$ cat src/rtl/atten_pkg.sv
package atten_pkg;
    localparam int CODE_W = 7;
    localparam int WORD_W = 8;
    localparam int SYNC_STAGES = 2;

    typedef logic [CODE_W-1:0] code_t;
    typedef logic [WORD_W-1:0] word_t;

    localparam code_t FULL_SCALE = '1;

    typedef enum logic [1:0] {
        SRC_HOLD     = 2'd0,
        SRC_SERIAL   = 2'd1,
        SRC_PARALLEL = 2'd2
    } src_e;

    typedef struct packed {
        logic mode;
        logic le;
        logic sck;
        logic sdi;
    } ctl_t;

    localparam int CTL_W = $bits(ctl_t);

    function automatic word_t shift_lsb_first(word_t w, logic b);
        return {b, w[WORD_W-1:1]};
    endfunction
endpackage

$ cat src/rtl/atten_sync.sv
module atten_sync #(
    parameter int W      = 4,
    parameter int STAGES = 2
) (
    input  logic         clk,
    input  logic         rst,
    input  logic [W-1:0] d,
    output logic [W-1:0] q,
    output logic [W-1:0] q_prev
);
    logic [W-1:0] stg [STAGES+1];

    always_ff @(posedge clk) begin
        if (rst) stg[0] <= '0;
        else     stg[0] <= d;
    end

    for (genvar i = 1; i <= STAGES; i++) begin : g_stage
        always_ff @(posedge clk) begin
            if (rst) stg[i] <= '0;
            else     stg[i] <= stg[i-1];
        end
    end

    assign q      = stg[STAGES-1];
    assign q_prev = stg[STAGES];
endmodule

$ cat src/rtl/atten_shifter.sv
module atten_shifter
    import atten_pkg::*;
(
    input  logic  clk,
    input  logic  rst,
    input  logic  shift_en,
    input  logic  bit_in,
    output word_t word
);
    always_ff @(posedge clk) begin
        if (rst)           word <= '0;
        else if (shift_en) word <= shift_lsb_first(word, bit_in);
    end
endmodule

$ cat src/rtl/atten_loader.sv
module atten_loader
    import atten_pkg::*;
(
    input  logic  clk,
    input  logic  rst,
    input  logic  ld_serial,
    input  logic  ld_par,
    input  code_t ser_code,
    input  code_t par_code,
    output code_t code,
    output logic  upd
);
    src_e  src;
    code_t nxt;

    always_comb begin
        if (ld_serial)   src = SRC_SERIAL;
        else if (ld_par) src = SRC_PARALLEL;
        else             src = SRC_HOLD;
        case (src)
            SRC_SERIAL:   nxt = ser_code;
            SRC_PARALLEL: nxt = par_code;
            default:      nxt = code;
        endcase
    end

    always_ff @(posedge clk) begin
        if (rst) begin
            code <= FULL_SCALE;
            upd  <= 1'b0;
        end else begin
            code <= nxt;
            upd  <= (nxt != code);
        end
    end

    AST_HOLD_NO_LOAD: assert property (@(posedge clk) disable iff (rst)
        !(ld_serial || ld_par) |=> $stable(code));
    AST_UPD_MEANS_CHANGE: assert property (@(posedge clk) disable iff (rst)
        upd |-> (code != $past(code)));
    AST_NO_UPD_STABLE: assert property (@(posedge clk) disable iff (rst)
        !upd |-> $stable(code));
endmodule

$ cat src/rtl/atten_ctrl.sv
module atten_ctrl
    import atten_pkg::*;
(
    input  logic              clk,
    input  logic              rst,
    input  logic              mode_sel,
    input  logic              latch_en,
    input  logic              ser_clk,
    input  logic              ser_data,
    input  logic [CODE_W-1:0] par_code,
    output logic [CODE_W-1:0] atten_code,
    output logic              code_upd
);
    ctl_t  raw, cur, prv;
    word_t shreg;
    logic  le_rise, sck_rise, shift_en, ld_serial, ld_par;
    code_t code_q;

    assign raw = '{mode: mode_sel, le: latch_en, sck: ser_clk, sdi: ser_data};

    atten_sync #(.W(CTL_W), .STAGES(SYNC_STAGES)) u_sync (
        .clk(clk), .rst(rst), .d(raw), .q(cur), .q_prev(prv)
    );

    assign le_rise   = cur.le & ~prv.le;
    assign sck_rise  = cur.sck & ~prv.sck;
    assign shift_en  = sck_rise & ~cur.le;
    assign ld_serial = cur.mode & le_rise;
    assign ld_par    = ~cur.mode & cur.le;

    atten_shifter u_shift (
        .clk(clk), .rst(rst), .shift_en(shift_en), .bit_in(cur.sdi), .word(shreg)
    );

    atten_loader u_load (
        .clk(clk), .rst(rst), .ld_serial(ld_serial), .ld_par(ld_par),
        .ser_code(shreg[CODE_W-1:0]), .par_code(par_code),
        .code(code_q), .upd(code_upd)
    );

    assign atten_code = code_q;

    AST_RESET_FULL: assert property (@(posedge clk) disable iff (rst)
        $fell(rst) |-> (atten_code == FULL_SCALE));
    AST_SHIFT_FROZEN_LE: assert property (@(posedge clk) disable iff (rst)
        cur.le |=> $stable(shreg));
    AST_DIRECT_FOLLOW: assert property (@(posedge clk) disable iff (rst)
        (!cur.mode && cur.le) |=> (atten_code == $past(par_code)));
    AST_SERIAL_IGNORES_PAR: assert property (@(posedge clk) disable iff (rst)
        (cur.mode && !le_rise) |=> $stable(atten_code));
endmodule

$ cat config.mk
export PLATFORM = sky130hd
export DESIGN_NAME = atten_ctrl
export DESIGN_NICKNAME = d
export VERILOG_FILES = /design/src/rtl/atten_pkg.sv /design/src/rtl/atten_sync.sv /design/src/rtl/atten_shifter.sv /design/src/rtl/atten_loader.sv /design/src/rtl/atten_ctrl.sv
export SDC_FILE = /design/constraint.sdc
export NUM_CORES = 1
export LEC_CHECK = 0
export CORE_MARGIN = 3
export CORE_UTILIZATION = 45
export CTS_CLUSTER_SIZE = 40
export DETAILED_ROUTE_END_ITERATION = 12
export PLACE_DENSITY = 0.71
export SLEW_MARGIN = 5
export SYNTH_ARGS = -nofsm -noshare
export SYNTH_HDL_FRONTEND = slang
export SYNTH_SLANG_ARGS = --single-unit
$ cat constraint.sdc
create_clock -name clk -period 1.5 [get_ports clk]
set_input_delay 0.225 -clock clk [delete_from_list [all_inputs] [get_ports clk]]
set_output_delay 0.225 -clock clk [all_outputs]
set_load 0.005 [all_outputs]
==> flow_metrics.tcl <==
set metrics [dict create \
    outcome "complete, no violations" \
    commonest_non_fill_non_tap_cells_in_the_layout "19 x sky130_fd_sc_hd__clkdlybuf4s50_1, 17 x sky130_fd_sc_hd__dfxtp_1, 14 x sky130_fd_sc_hd__a221o_1" \
    most_frequent_standard_cell_in_the_layout_excluding_fill_and_tap_cells "sky130_fd_sc_hd__clkdlybuf4s50_1" \
    globalplace.congestion 0.772 \
    wire_length_per_cell_after_detailed_routing_um 16.8 \
    die_width_um 54.6 \
    clockRootBuffer "sky130_fd_sc_hd__clkbuf_4" \
    drv_slew 0 \
    io-pin-count 21 \
    critical_path_required_ps 1270 \
    arrival_ps 1220 \
    die_area_sq_um 2980 \
    final.hold.worst_slack_ps 439 \
    synth-compound-area-share 0.279 \
    worst_r2r_path_depth 5 \
    final_hold_vios 0 \
    fin_worst_skew_ps 9.81 \
    critPathKind "reg -> out" \
    ys_ff_latch 26 \
    synth_cells 98 \
    placed_cells_incl_taps 151 \
    finalCritPeriodShare 0.966 \
    drtAntennaViolNets 0 \
    cts-hold-fix-buffers 0 \
    num-nets-final 142 \
    hold_path_class "in -> reg" \
    cts_inserted_buffers 3 \
    post-route-min-period_ps 1450 \
    pwr_density_cell_nw_per_um2 965 \
    cts.repair_timing.setup_buffer_count 0 \
    io_buffer_count 20 \
    postSynthNetCount 111 \
    clock_tree_from_tritoncts "built" \
    timing.critical_path.slowest_stage_cell "sky130_fd_sc_hd__clkdlybuf4s50_1" \
    setup_violations 0 \
    holdPathEnd "u_sync.stg[0][1]" \
    r2r-end "u_load.upd" \
    floorplan.core_area_sq_um 2100 \
    number_of_distinct_library_cell_variants_in_the_gate_level_netlist_after_synthesis 19 \
    irDropWorstVdd_v 0.000683 \
    worstPathCellList "clkdlybuf4s50_1" \
    min_from "ser_clk" \
    synth_xor_area_frac 0 \
    overflow 0 \
    detail_route.vias_per_cell 6.13 \
    grt_pass1_vias 896 \
    synthToLayoutAreaGrowth_pct 36.3 \
    antenna_cells 0 \
    htree_num_levels 1 \
    timing.max_slew.rel_slack 0.794 \
    synth_top_family_by_area "compound AO/OA/AOI/OAI gates" \
    placementRows 16 \
    drtIter0Drc 50 \
    avg_synthesized_cell_area_sq_um 10.8 \
    number_of_buffers_and_inverters_on_the_critical_path 1 \
    reg2reg_slack_ps 90 \
    path_max_fanout 4 \
    detailedPlacementHpwl_um 1780 \
    chipHeight_um 54.6 \
    worst_slew_pin_slew_ps 308 \
    clk_pin_slew_worst_paths_ps 150 \
    layout.cell_area.non_filler_sq_um 1450 \
    synth_adder_area_share 0 \
    clock_latency_ps 330 \
    timing.fmax_mhz 690 \
    grt_start_max_net_pins 27 \
    synthesis.area_sq_um 1060 \
    drv_cap 0 \
    antenna_violations_before_repair 0 \
    remaining_drc_errors 0 \
    hold_depth 2 \
    dr.pass1.iters 4 \
    number_of_fill_cells 161 \
    power_leakage_nw 0.532 \
    synth-warning-count 0 \
    grt_pass1_wl_um 4150 \
    finalWorstSetupSlack_ps 51.3 \
    routed_wirelength_um 2600 \
    drive_gt1_frac 0.227 \
    yosys-mux-area-fraction 0.0755 \
    critical_path.startpoint_type "flop" \
    final_std_cells_w_o_fill 155 \
    worstReg2RegStart "u_sync.stg[2][2]" \
    post_dp_cell_area_sq_um 1370 \
    crit_path_end_kind "primary output" \
    start_util 0.505 \
    yosys.area_share.simple 0.112 \
    total_power_w 0.00140 \
    vias 950 \
    worst_path_largest_cell_delay_ps 510 \
    clockBufferDepth 2 \
    cp_top_family "buffers and inverters" \
    cts_num_sinks 26 \
    synth_sequential_area_ratio 0.491 \
    grt_use_total 0.200 \
    pre_cts_ws_ps -107 \
]
[routing by layer]
layer	routed length, um	share of wire	global-route usage	vias to the layer above
met5	0	0	0	-
met4	72	0.028	0.108	0
met3	178	0.068	0.0245	9
met2	1210	0.46	0.303	50
met1	1150	0.44	0.274	445
li1	-	-	-	446
[layout make-up]
class                   instances  area, sq um  share of cell area
flip-flops and latches         26          539               0.373
inverters                       2         7.51             0.00519
well taps                      27         33.8              0.0234
repair buffers                 33          313               0.216
clock buffers                   3         22.5              0.0156
clock inverters                 1         30.0              0.0208
multi-input cells              63          500               0.346
[sequential cells by signal, indices dropped and copies added (netlist names)]
register	count
u_load.code	7
u_load.upd	1
u_shift.word	8
u_sync.stg	10
[cells in the mapped netlist]
library cell | number | area share
sky130_fd_sc_hd__clkbuf_1 | 3 | 0.011
sky130_fd_sc_hd__a22oi_1 | 2 | 0.014
sky130_fd_sc_hd__inv_2 | 1 | 0.0035
sky130_fd_sc_hd__mux2i_1 | 8 | 0.075
sky130_fd_sc_hd__nor3b_1 | 1 | 0.0071
sky130_fd_sc_hd__nand2b_1 | 1 | 0.0059
sky130_fd_sc_hd__a311oi_1 | 1 | 0.0083
sky130_fd_sc_hd__dfxtp_1 | 26 | 0.49
sky130_fd_sc_hd__a222oi_1 | 1 | 0.0094
sky130_fd_sc_hd__nor2b_1 | 9 | 0.053
sky130_fd_sc_hd__buf_2 | 3 | 0.014
sky130_fd_sc_hd__nor2_1 | 9 | 0.032
sky130_fd_sc_hd__and2b_1 | 1 | 0.0071
sky130_fd_sc_hd__buf_6 | 1 | 0.011
sky130_fd_sc_hd__nand2_1 | 2 | 0.0071
sky130_fd_sc_hd__inv_1 | 1 | 0.0035
sky130_fd_sc_hd__a221o_1 | 14 | 0.13
sky130_fd_sc_hd__o221ai_1 | 7 | 0.058
sky130_fd_sc_hd__a22o_1 | 7 | 0.058
[how the worst max path moves through the flow]
stage / slack, ps / startpoint / cells after the start / to
5_1_grt: -0.2 / u_sync.stg[2][2] / 4 / u_load.upd
3_5_place_dp: -110 / par_code[1] / 4 / u_load.upd
2_1_floorplan: 120 / u_sync.stg[1][3] / 5 / u_load.upd
6_report: 50 / u_load.code[0] / 1 / atten_code[0]
3_3_place_gp: -70 / par_code[1] / 4 / u_load.upd
4_1_cts: 20 / u_load.code[3] / 1 / atten_code[3]
[what timing repair did]
item / 4_1_cts / 5_1_grt
resized for setup: 8 / 8
cloned: 0 / 0
pin swaps: 0 / 1
endpoints found under the setup margin: 6 / 6
[through the flow]
| step | util | TNS, ps |
|---|---|---|
| floorplan | - | 0 |
| global placement | 0.651 | -69.4 |
| detailed placement | 0.651 | -107 |
| CTS | 0.681 | 0 |
| global route | 0.688 | -0.184 |
| finish | 0.688 | 0 |
[power by group]
part           total [W]  leakage, nW  switching (W)  internal (W)
clock           0.000483       0.0279       0.000212      0.000270
sequential      0.000728        0.212      0.0000152      0.000712
combinational   0.000186        0.293      0.0000735      0.000112
total            0.00140        0.532       0.000301       0.00110
[cells by family after synthesis]
logic type | after synthesis
AO/OA/AOI/OAI | 32
buffers and inverters | 9
AND/OR/NAND/NOR | 23
flip-flops | 26
multiplexers | 8
Note: power is estimated with default switching activity, not from simulation.
